==> src/rtl/membank_sel_pkg.sv <==
package membank_sel_pkg;

  // strobes from the control half to the datapath half
  typedef struct packed {
    logic aleForce;    // first ALE stage is high: hold code bank
    logic aleFall;     // second ALE stage has just dropped: decide bank
    logic dataStrobe;  // a MOVX read or write strobe is active
  } bankCtl_t;

  localparam logic CODE_BANK = 1'b1;
  localparam logic DATA_BANK = 1'b0;

endpackage

==> src/rtl/membank_sel_ctrl.sv <==
module membank_sel_ctrl
  import membank_sel_pkg::*;
(
  input  logic     clk,
  input  logic     rst,
  input  logic     aleIn,
  input  logic     rdN,
  input  logic     wrN,
  output bankCtl_t strobes
);

  logic aleHalf;   // captured on the falling edge
  logic aleFull;   // re-captured on the rising edge
  logic aleFullQ;  // previous value of aleFull, for edge detection

  always_ff @(negedge clk) begin
    if (rst) aleHalf <= 1'b0;
    else     aleHalf <= aleIn;
  end

  always_ff @(posedge clk) begin
    if (rst) begin
      aleFull  <= 1'b0;
      aleFullQ <= 1'b0;
    end else begin
      aleFull  <= aleHalf;
      aleFullQ <= aleFull;
    end
  end

  always_comb begin
    strobes.aleForce   = aleHalf;
    strobes.aleFall    = aleFullQ & ~aleFull;
    strobes.dataStrobe = ~rdN | ~wrN;
  end

endmodule

==> src/rtl/membank_sel_dp.sv <==
module membank_sel_dp
  import membank_sel_pkg::*;
#(
  parameter logic RESET_BANK = CODE_BANK
) (
  input  logic     clk,
  input  logic     rst,
  input  logic     psenN,
  input  logic     bootForce,
  input  bankCtl_t strobes,
  output logic     bankSel
);

  logic bankReg;

  // priority: reset, new bus cycle, data strobe, per-cycle decision
  always_ff @(posedge clk) begin
    if (rst)                     bankReg <= RESET_BANK;
    else if (strobes.aleForce)   bankReg <= CODE_BANK;
    else if (strobes.dataStrobe) bankReg <= DATA_BANK;
    else if (strobes.aleFall)    bankReg <= ~psenN;
  end

  always_comb begin
    if (bootForce || strobes.aleForce) bankSel = CODE_BANK;
    else if (strobes.dataStrobe)       bankSel = DATA_BANK;
    else                               bankSel = bankReg;
  end

endmodule

==> src/rtl/membank_sel.sv <==
module membank_sel
  import membank_sel_pkg::*;
(
  input  logic clk,
  input  logic rst,
  input  logic aleIn,
  input  logic psenN,
  input  logic rdN,
  input  logic wrN,
  input  logic bootForce,
  output logic bankSel
);

  bankCtl_t strb;

  membank_sel_ctrl u_ctrl (
    .clk     (clk),
    .rst     (rst),
    .aleIn   (aleIn),
    .rdN     (rdN),
    .wrN     (wrN),
    .strobes (strb)
  );

  membank_sel_dp #(.RESET_BANK(CODE_BANK)) u_dp (
    .clk       (clk),
    .rst       (rst),
    .psenN     (psenN),
    .bootForce (bootForce),
    .strobes   (strb),
    .bankSel   (bankSel)
  );

endmodule

==> config.mk <==
export PLATFORM = sky130hd
export DESIGN_NAME = membank_sel
export DESIGN_NICKNAME = d
export VERILOG_FILES = /design/src/rtl/membank_sel_pkg.sv /design/src/rtl/membank_sel_ctrl.sv /design/src/rtl/membank_sel_dp.sv /design/src/rtl/membank_sel.sv
export SDC_FILE = /design/constraint.sdc
export NUM_CORES = 1
export LEC_CHECK = 0
export BUFFER_PORTS_ARGS = -buffer_cell sky130_fd_sc_hd__buf_2
export CORE_AREA = 2 2 39 41
export CTS_CLUSTER_SIZE = 8
export DETAILED_ROUTE_END_ITERATION = 10
export DIE_AREA = 0 0 41 43
export GPL_TIMING_DRIVEN = 0
export MAX_ROUTING_LAYER = met4
export SLEW_MARGIN = 20
export SYNTH_ARGS = -nofsm -noshare
export SYNTH_HDL_FRONTEND = slang
export SYNTH_SLANG_ARGS = --single-unit
==> constraint.sdc <==
create_clock -name clk -period 1.64 [get_ports clk]
set_input_delay 0.082 -clock clk [delete_from_list [all_inputs] [get_ports clk]]
set_output_delay 0.082 -clock clk [all_outputs]
set_load 0.005 [all_outputs]
# Word-level counts from Yosys, hierarchy flattened
# Cells that the tools add are included.
dict set report totals {
  reg_bits 4
  in_bits 7
  out_inout_bits 1
  word_cells 17
}
dict set report classes {
  mux 4
  bitwise 6
  reduce_logical 3
}
# cell count
set ops {}
lappend ops {{$mux 1} 4}
lappend ops {{$not 1->1} 4}
lappend ops {{$reduce_bool 2->1} 1}
lappend ops {{$reduce_or 2->1} 1}
lappend ops {{$and 1x1->1} 1}
lappend ops {{$logic_or 1x1->1} 1}
lappend ops {{$or 1x1->1} 1}

# Depth between registers and ports, before layout
# Gate-level depths: netlist of run 1.
dict set report depth {
  word_depth 4
  mapped_depth 3
  mapped_depth_nobuf 3
}

# By module
# Synthesis of run 1 repeated with hierarchy kept, for this count alone.
dict set report hier_totals {
  cells_unflattened 18
  area_unflattened_um2 161.4
}
# module instances cells_per_inst area_per_inst_um2 seq_area_each_um2
set modules_own_cells {}
lappend modules_own_cells {membank_sel_ctrl 1 10 102.6 60.1}
lappend modules_own_cells {membank_sel_dp 1 8 58.8 20.0}

==> impl_results.md, run 1 <==
- Outcome: finished, violations left
- Violated checks: negative setup slack
- IO Pins: 8
- Main combinational cell family by area after synthesis: simple AND/OR/NAND/NOR gates
- Row cnt: 14
- H-tree Lvls: 1
- Number of global-route vias before repair: 111
- Die H: 43 µm
- Via density: 3.15
- Cell Area, Placed: 198 µm²
- XOR/XNOR share of the synthesized area: 0%
- Int Pwr: 209 µW
- Fin nets: 33
- GRT met2 Usage: 4.06%
- Peak supply drop: 0.000283 V
- Yosys warns: 0
- CP top delay family: flip-flops
- Die Width: 41 µm
- Global Route Usage Sum: 4.73%
- Reg clk slew, reported paths: 0.05 ns
- Largest net degree at the start of global routing: 5
- Cell count after synthesis: 14
- Max cap viols: 0
- # diodes: 0
- CTS Root Cell: clkbuf_4
- Setup violators final: 1
- Worst Clk Skew: 0.0537 ns
- Setup bufs post-CTS: 0
- First-pass GRT wire length: 420 µm
- Number of CTS-inserted buffers: 3
- CP Class: reg2out
- Worst-Skew Late Latency: 0.28 ns
- DR WL/cell: 7.10 µm
- Routed Antenna Nets: 0
- Slew @ Worst Pin: 0.160 ns
- Switch share: 22.3%
- IO buf count: 7
- CTS tree: yes
- Sequential power share: 39.3%
- CP Capture Type: primary output
- Synth area leader: dfxtp_1
- Worst min path class: in2reg
- Area of the die: 1760 µm²
- Initial core utilization: 10.3%
- Via count: 129
- Adder-Cell Fraction of Synth Area: 0%
- Gr ovfl total: 0
- CP Launch Type: flip-flop
- Crit path cell chain: a311o_1 -> buf_2
- RSZ-0062 raised after global routing: yes
- WL final: 291 µm
- Met3 Use GR: 7.85%
- Headroom to the max-slew limit: 89.3%
- Slowest-stage cell, CP: dfxtp_2
- Worst Path Buf+Inv: 1
- Total power: 269 µW
- Top cells by area, synth: dfxtp_1 56%, nor2b_1 18%, a311o_1 7.0%
- Post-synthesis simple-gate area fraction: 28.1%
- DRC viols: 0
- WP data arrival: 1.80 ns
- Seq cells post-synth: 4
- Switching Power: 60.0 µW
- Setup ws final: -0.239 ns
- Layout cells sized above 1: 44.0%
- Hold Buf Count CTS: 0
- Post-synthesis mux area share: 0%
- Avg Inst Size Synth: 10.2 µm²
- Comb pwr share: 6.5%
- Net count after synthesis: 21
- Sequential area share after synthesis: 56.1%
- Synth Area in Compound Gates: 13.2%
- Clock Path Buffers: 2
- Leakage: 0.0000985 µW
- Area growth syn-to-layout: 57.9%
- DR pass1 iterations: 4
- Core Region: 1380 µm²
- Max Slew Vio Count: 0
- First DRT Iteration DRCs: 4
- Worst path max stage delay: 0.31 ns
- Post-route cell area: 225 µm²
- Antenna violations before repair: 0
- M1 GR Usage: 4.82%
- Power per Cell Area: 1190 nW/µm²
- Clock Power Share: 54.3%
- Clock Sink Count: 4
- Final Hold Vio Count: 0
- Synth unique cells: 8
- Most Used Layer, Global Route: met3
- Crit-path max FO: 3
- Mapped Area: 143 µm²
- Yosys top cell area share: 56.1%
- GPL Wtd Cong: 0.557
- WP data required: 1.56 ns
[synthesized netlist by cell type]
cell / instances
dfxtp_1: 4
nand3b_1: 1
o2111ai_1: 1
nand2_1: 1
a311o_1: 1
inv_1: 1
nor2_1: 1
nor2b_1: 4
[through the flow]
stage	utilization [%]	hold WS, ns	worst slack (ns)	setup TNS, ns	cells
after floorplan	-	0.154	0.126	0	14
after global placement	14.3	0.294	-0.00106	-0.00106	37
after detailed placement	14.3	0.296	0.00146	0	37
after CTS	16.3	0.0347	-0.255	-0.255	41
after global routing	16.3	0.0453	-0.283	-0.283	41
final	16.3	0.0382	-0.239	-0.239	41
[logic make-up (layout without fill, tap and decap cells)]
kind of cell,after synthesis,count (layout)
AO/OA/AOI/OAI,2,2
buffers and inverters,1,12
flip-flops,4,4
AND/OR/NAND/NOR,7,7
[area by class of cell]
type	count	area, µm²
Clock buffer	4	26.3
Clock inverter	1	3.75
Fill cell	155	1160
Multi-Input combinational cell	9	58.8
Sequential cell	4	81.3
Tap cell	16	20.0
Timing Repair Buffer	7	35.0
[flip-flops by register name (all words and copies together) (netlist names)]
signal and cells:
u_ctrl.aleFull 1, u_ctrl.aleFullQ 1, u_ctrl.aleHalf 1, u_dp.bankReg 1
[layout by cell type (no fill, tap or decap), drive strengths merged]
cell     instances
nand2            1
nor2b            4
dfxtp            4
o2111ai          1
a311o            1
nor2             1
nand3b           1
buf              7
inv              1
clkbuf           4
[power groups by stage]
stage | Combinational (µW) | Sequential, µW | Clock [µW]
after global placement | 17.4 | 107 | 7.63
after detailed placement | 17.6 | 107 | 7.63
final | 17.4 | 106 | 146
after floorplan | 7.12 | 106 | 7.63
after CTS | 17.8 | 106 | 153
after global routing | 19.8 | 106 | 165
[what timing repair did]
item	4_1_cts	5_1_grt
pin swaps	1	0
endpoints found under the hold margin	0	0
endpoints found under the setup margin	1	1
resized for setup	1	0
[routing by layer]
layer,vias up,wire length [µm]
li1,69,-
met1,53,150
met2,7,95
met3,0,44
met4,0,0
met5,-,0
[path summary, 6_finish.rpt]
check	start	endpoint	slack, ns	depth (start not counted)
worst max-delay path	u_ctrl.aleHalf$_SDFF_NP0_	bankSel	-0.24	2
worst max register to register	u_ctrl.aleHalf$_SDFF_NP0_	u_dp.bankReg$_SDFFE_PP1P_	0.23	2
worst min register to register	u_ctrl.aleFull$_SDFF_PP0_	u_ctrl.aleFullQ$_SDFF_PP0_	0.46	1
worst min-delay path	rst	u_ctrl.aleFullQ$_SDFF_PP0_	0.04	2
(Power assumes the default switching activity.)
==> run 2, diff against run 1 <==
--- a/config.mk
+++ b/config.mk
@@ -15,4 +15,5 @@
 export SLEW_MARGIN = 20
 export SYNTH_ARGS = -nofsm -noshare
 export SYNTH_HDL_FRONTEND = slang
+export SYNTH_HIERARCHICAL = 1
 export SYNTH_SLANG_ARGS = --single-unit
==> constraint.sdc (replaced) <==
create_clock -name clk -period 1.64 [get_ports clk]
set_input_delay 0.082 -clock clk [delete_from_list [all_inputs] [get_ports clk]]
set_output_delay 0.082 -clock clk [all_outputs]
set_load 0.01 [all_outputs]
==> impl_results.md, run 2 <==
- Gr ovfl total: 0 (unchanged)
- Row cnt: 14 (unchanged)
- Sequential area share after synthesis: 49.6% (-6.5 points)
- Worst Hold Path EP: u_ctrl/aleFullQ$_SDFF_PP0_
- Outcome: finished, violations left
- Global Route Usage Sum: 5.45% (+0.71 points)
- CP Launch Type: flip-flop
- Via density: 3.40 (+8.1%)
- H-tree Lvls: 1 (unchanged)
- WP data required: 1.56 ns (about the same)
- IO buf count: 7 (unchanged)
- Net count after synthesis: 25 (+19%)
- Final Hold Vio Count: 0 (unchanged)
- Synth async-reset ratio: 0% (unchanged)
- Die H: 43 µm (unchanged)
- CP top delay family: flip-flops
- FF-to-FF End: u_dp/bankReg$_SDFFE_PP1P_
- R2r setup slk: 0.07 ns (-0.16 ns)
- Worst-Skew Late Latency: 0.29 ns (about the same)
- Area growth syn-to-layout: 55.8%
- Number of flops mapped to enable cells by yosys: 0 (unchanged)
- Slowest-stage cell, CP: dfxtp_2
- GPL Wtd Cong: 0.621 (+11%)
- Placed insts: 41 (+11%)
- Avg Inst Size Synth: 8.97 µm² (-12%)
- Hold path cells: 2 (unchanged)
- Synth unique cells: 10 (+2)
- Power per Cell Area: 1090 nW/µm² (-8.6%)
- Clock Sink Count: 4 (unchanged)
- Clock Path Buffers: 2 (unchanged)
- Via count: 153 (+19%)
- Reg clk slew, reported paths: 0.04 ns (about the same)
- Slew @ Worst Pin: 0.175 ns (+0.0143 ns)
- Worst Clk Skew: 0.0552 ns (+0.00144 ns)
- CTS tree: yes
- Hold Buf Count CTS: 0 (unchanged)
- CP Class: reg2out
- Number of CTS-inserted buffers: 3 (unchanged)
- Max cap viols: 0 (unchanged)
- Max Slew Vio Count: 0 (unchanged)
- First DRT Iteration DRCs: 1 (-3)
- Reg2reg path depth: 3 (+1)
- Cell count after synthesis: 18 (+4)
- Top cells by area, synth: dfxtp_1 50%, nor2b_1 12%, o31ai_2 7.8%
- Number of global-route vias before repair: 166 (+50%)
- Worst path max stage delay: 0.31 ns (about the same)
- Worst Path Buf+Inv: 1 (unchanged)
- Headroom to the max-slew limit: 88.3% (-1.0 points)
- Layout cells sized above 1: 51.7% (+7.7 points)
- Setup violators final: 1 (unchanged)
- CP Capture Type: primary output
- Most used flip-flop cell after synthesis: dfxtp_1
- Most common cell after layout, fill and taps aside: buf_2
- Antenna violations before repair: 0 (unchanged)
- Yosys warns: 6 (+6)
- Yosys top cell area share: 49.6% (-6.5 points)
- WL final: 283 µm (-2.7%)
- WP data arrival: 1.68 ns (-0.12 ns)
- Setup ws final: -0.122 ns (+0.117 ns)
- Initial core utilization: 11.7% (+1.4 points)
- Core Region: 1380 µm² (unchanged)
- IO Pins: 8 (unchanged)
- Commonest non-fill, non-tap cells in the layout: 7 x buf_2, 3 x clkbuf_4, 3 x nor2b_1, 3 x dfxtp_1
- Area of the die: 1760 µm² (unchanged)
- Peak supply drop: 0.000430 V (+52%)
- Seq cells post-synth: 4 (unchanged)
- Fin nets: 37 (+12%)
- DR WL/cell: 6.29 µm (-11%)
- RSZ-0062 raised after global routing: yes
- Source of the worst register-to-register timing path: u_ctrl/aleHalf$_SDFF_NP0_
- Worst min path class: in2reg
- Post-route cell area: 251 µm² (+12%)
- Synth area leader: dfxtp_1
- Mapped Area: 161 µm² (+13%)
- Finished Layout Cells: 45 (+9.8%)
- First-pass GRT wire length: 586 µm (+40%)
- Crit-path max FO: 2 (-1)
- Synth cell count leaders: 4 x dfxtp_1, 3 x nor2_1, 3 x nor2b_1
- Routed Antenna Nets: 0 (unchanged)
- Leakage: 0.000121 µW (+23%)
- Violated checks: negative setup slack
- Die Width: 41 µm (unchanged)
- Crit path cell chain: nor2_1 -> o21ai_1 -> buf_2
- CTS Root Cell: clkbuf_4
- # diodes: 0 (unchanged)
- Most common cell in the synthesized netlist: dfxtp_1
- DRC viols: 0 (unchanged)
- DR pass1 iterations: 4 (unchanged)
- Largest net degree at the start of global routing: 5 (unchanged)
- Min-delay src: rst
- Fillers: 158 (+1.9%)
- Cell Area, Placed: 216 µm² (+9.5%)
-- run 2: repair_timing --
item / CTS / global route
endpoints found under the setup margin: 1 / 2
buffers inserted: 1 / 0
resized for setup: 2 / 2
pin swaps: 1 / 0
-- run 2: how the worst max path moves through the flow --
stage                              startpoint  endpoint  cells after the start
floorplan           u_ctrl/aleHalf$_SDFF_NP0_   bankSel                      3
global placement    u_ctrl/aleHalf$_SDFF_NP0_   bankSel                      4
detailed placement  u_ctrl/aleHalf$_SDFF_NP0_   bankSel                      4
CTS                 u_ctrl/aleHalf$_SDFF_NP0_   bankSel                      3
global route        u_ctrl/aleHalf$_SDFF_NP0_   bankSel                      3
finish              u_ctrl/aleHalf$_SDFF_NP0_   bankSel                      3
-- run 2: report_power, final --
group	internal [µW]	switching (µW)	total (µW)
combinational	14.3	10.8	25.1
clock	95.0	49.7	145
sequential	103	2.10	105
-- run 2: cell type report --
cell class                      count  area, µm²  share of cell area [%]
Multi-Input combinational cell     11       73.8                    29.4
Sequential cell                     4       81.3                    32.3
Timing Repair Buffer                8       42.5                    16.9
Tap cell                           16       20.0                    7.96
Inverter                            1       3.75                    1.49
Clock inverter                      1       3.75                    1.49
Clock buffer                        4       26.3                    10.4
-- run 2: cells by family after synthesis --
group	Yosys count	synth area share (%)
DFF	4	49.6
AOI/OAI and AO/OA	2	10.8
and+or+nand+nor	9	30.2
buffers and inverters	3	9.31
-- run 2: worst reg2reg max path: stages (launching register included) --
cell	delay (ns)
dfxtp_2	0.31
buf_4	0.13
nor2_4	0.09
o31ai_2	0.06
-- run 2: per-stage QoR --
| stage | util (%) | power (µW) | setup TNS, ns | setup slack (ns) | hold WS, ns |
|---|---|---|---|---|---|
| after global placement | 15.6 | 136 | 0 | 0.0399 | 0.302 |
| final | 18.2 | 275 | -0.122 | -0.122 | 0.0862 |
| after detailed placement | 15.6 | 137 | 0 | 0.0230 | 0.306 |
| after floorplan | - | 126 | 0 | 0.117 | 0.154 |
| after CTS | 17.6 | 278 | -0.138 | -0.138 | 0.0518 |
| after global routing | 18.2 | 297 | -0.212 | -0.212 | 0.0819 |
-- run 2: layer usage --
layer  track usage [%]  wire, µm  vias to the layer above
met4              2.00         0                        0
met5                 -         0                        -
li1                  -         -                       75
met1              5.77       119                       71
met2              6.25       129                        7
met3              6.28        34                        0
==> run 3, diff against run 2 <==
--- a/config.mk
+++ b/config.mk
@@ -5,6 +5,7 @@
 export SDC_FILE = /design/constraint.sdc
 export NUM_CORES = 1
 export LEC_CHECK = 0
+export ABC_AREA = 1
 export BUFFER_PORTS_ARGS = -buffer_cell sky130_fd_sc_hd__buf_2
 export CORE_AREA = 2 2 39 41
 export CTS_CLUSTER_SIZE = 8
==> constraint.sdc (replaced) <==
create_clock -name clk -period 1.64 [get_ports clk]
set_input_delay 0.082 -clock clk [delete_from_list [all_inputs] [get_ports clk]]
set_output_delay 0.082 -clock clk [all_outputs]
set_load 0.1 [all_outputs]
==> impl_results.md, run 3 <==
- Most used flip-flop cell after synthesis: dfxtp_1
- DRC viols: 0 (unchanged)
- Headroom to the max-slew limit: 91.2% (+2.9 points)
- Sequential area share after synthesis: 47.8% (-1.9 points)
- Power per Cell Area: 1070 nW/µm² (-2.3%)
- Total power: 295 µW (+7.5%)
- RSZ-0062 raised after global routing: yes
- Most common cell in the synthesized netlist: inv_1
- Initial core utilization: 12.1% (+0.45 points)
- Max Slew Vio Count: 0 (unchanged)
- Fin nets: 43 (+16%)
- CP Class: reg2out
- Number of CTS-inserted buffers: 3 (unchanged)
- Outcome: finished, violations left
- H-tree Lvls: 1 (unchanged)
- Worst path max stage delay: 0.33 ns (+0.02 ns)
- Switch share: 26.6% (+3.8 points)
- IO buf count: 7 (unchanged)
- Yosys top cell area share: 47.8% (-1.9 points)
- Synth async-reset ratio: 0% (unchanged)
- CP top delay family: flip-flops
- Setup ws final: -0.204 ns (-0.0815 ns)
- First DRT Iteration DRCs: 2 (+1)
- Via density: 3.10 (-8.9%)
- Synth area leader: dfxtp_1
- Max cap viols: 0 (unchanged)
- Mapped Area: 168 µm² (+3.9%)
- CP Launch Type: flip-flop
- Core Region: 1380 µm² (unchanged)
- Worst min path class: in2reg
- WP data arrival: 1.76 ns (+0.08 ns)
- Top cells by area, synth: dfxtp_1 48%, inv_1 18%, nor2_1 11%
- Number of global-route vias before repair: 157 (-5.4%)
- Worst Clk Skew: 0.0537 ns (-0.00146 ns)
- Sequential power share: 35.9% (-2.3 points)
- GPL Wtd Cong: 0.595 (-4.2%)
- Avg Inst Size Synth: 6.71 µm² (-25%)
- Leakage: 0.000140 µW (+16%)
- Setup violators final: 1 (unchanged)
- Number of flops mapped to enable cells by yosys: 0 (unchanged)
- DR WL/cell: 5.82 µm (-7.4%)
- Int Pwr: 217 µW (+2.1%)
- Area growth syn-to-layout: 64.9%
- Antenna violations before repair: 0 (unchanged)
- Slew @ Worst Pin: 0.132 ns (-0.0431 ns)
- Cell count after synthesis: 25 (+7)
- Peak supply drop: 0.000428 V (-0.49%)
- # diodes: 0 (unchanged)
- Worst Path Buf+Inv: 1 (unchanged)
- Net count after synthesis: 32 (+28%)
- Clock Power Share: 48.5% (-4.1 points)
- IO Pins: 8 (unchanged)
- Row cnt: 14 (unchanged)
- First-pass GRT wire length: 538 µm (-8.2%)
- Reg clk slew, reported paths: 0.04 ns (about the same)
- Synth cell count leaders: 8 x inv_1, 5 x nor2_1, 4 x dfxtp_1, 4 x nand2_1
- Slowest-stage cell, CP: dfxtp_2
- Gr ovfl total: 0 (unchanged)
- Via count: 158 (+3.3%)
- Yosys warns: 6 (unchanged)
- Placed insts: 48 (+17%)
- Setup bufs post-CTS: 0 (-1)
- Routed Antenna Nets: 0 (unchanged)
- Clock Path Buffers: 2 (unchanged)
- Die Width: 41 µm (unchanged)
- Clock Sink Count: 4 (unchanged)
- Crit path cell chain: nor2_4 -> o21ai_4 -> buf_12
- Global Route Usage Sum: 5.36% (-0.092 points)
- Most common cell after layout, fill and taps aside: inv_1
- Synth unique cells: 8 (-2)
- Largest net degree at the start of global routing: 5 (unchanged)
- Area of the die: 1760 µm² (unchanged)
- CP Capture Type: primary output
- CTS tree: yes
- Worst-Skew Late Latency: 0.28 ns (about the same)
- Die H: 43 µm (unchanged)
- Dpl hpwl: 246 µm
- DR pass1 iterations: 2 (-2)
- Violated checks: negative setup slack
- Crit-path max FO: 3 (+1)
- Switching Power: 78.6 µW (+25%)
- CTS Root Cell: clkbuf_4
- Layout cells sized above 1: 40.0% (-12 points)
- Commonest non-fill, non-tap cells in the layout: 8 x inv_1, 6 x buf_2, 4 x nor2_1, 4 x nand2_1
- Final Hold Vio Count: 0 (unchanged)
- WL final: 297 µm (+4.9%)
- Finished Layout Cells: 51 (+13%)
- WP data required: 1.56 ns (about the same)
- Seq cells post-synth: 4 (unchanged)
- Comb pwr share: 15.7% (+6.6 points)
-- run 3: cell count changes after synthesis --
cell / change
o31ai_2: -1
nand2_1: +3
and2_1: -1
nor2_2: +1
nor2_1: +2
nor2b_1: -3
and2b_2: -1
inv_1: +6
nand3_1: +1
-- run 3: final timing paths --
kind / start / end / slack (ns) / cells past startpoint
max: u_ctrl/aleHalf$_SDFF_NP0_ / bankSel / -0.20 / 3
min reg2reg: u_ctrl/aleFull$_SDFF_PP0_ / u_ctrl/aleFullQ$_SDFF_PP0_ / 0.43 / 2
min: rst / u_ctrl/aleFullQ$_SDFF_PP0_ / 0.04 / 2
max reg2reg: u_ctrl/aleHalf$_SDFF_NP0_ / u_dp/bankReg$_SDFFE_PP1P_ / 0.19 / 2
-- run 3: through the flow --
| stage | utilization (%) | TNS (ns) | setup slack, ns | hold slack (ns) | instance area, µm² |
|---|---|---|---|---|---|
| 3_3_place_gp | 17.5 | -0.195 | -0.195 | 0.291 | 241 |
| 6_report | 20.0 | -0.204 | -0.204 | 0.0439 | 277 |
| 3_5_place_dp | 17.5 | -0.205 | -0.205 | 0.294 | 241 |
| 4_1_cts | 20.0 | -0.216 | -0.216 | 0.0356 | 277 |
| 2_1_floorplan | - | 0 | 0.00530 | 0.149 | 186 |
| 5_1_grt | 20.0 | -0.250 | -0.250 | 0.0347 | 277 |
-- run 3: cell families after synthesis --
| family | share of synthesized area, % |
|---|---|
| and+or+nand+nor | 26.9 |
| buffers and inverters | 22.4 |
| DFF | 47.8 |
| AOI/OAI and AO/OA | 2.98 |
-- run 3: power groups by stage --
stage	Combinational, µW	Sequential (µW)	Clock [µW]
final	46.3	106	143
after global routing	50.3	106	164
after CTS	46.7	106	150
after detailed placement	42.7	106	7.63
after global placement	42.0	106	7.63
after floorplan	31.0	106	7.63
-- run 3: layout make-up --
class | instances | area [µm²]
fillers | 156 | 1110
multi-input cells | 12 | 68.8
clock buffers | 4 | 26.3
flip-flops and latches | 4 | 81.3
inverters | 7 | 26.3
well taps | 16 | 20.0
repair buffers | 7 | 50.0
clock inverters | 1 | 3.75
-- run 3: what timing repair did --
item / CTS / global route
gates cloned: 0 / 0
hold buffers: 0 / 0
gates resized for setup: 5 / 0
endpoints found under the setup margin: 1 / 1
pin swaps: 1 / 0
-- run 3: per-layer routing --
layer	vias to the layer above	wire length (µm)	share of wire (%)	track usage, %
met4	0	0	0	4.00
li1	87	-	-	-
met5	-	0	0	-
met3	0	60	20	6.28
met2	10	100	34	5.63
met1	61	136	46	5.16
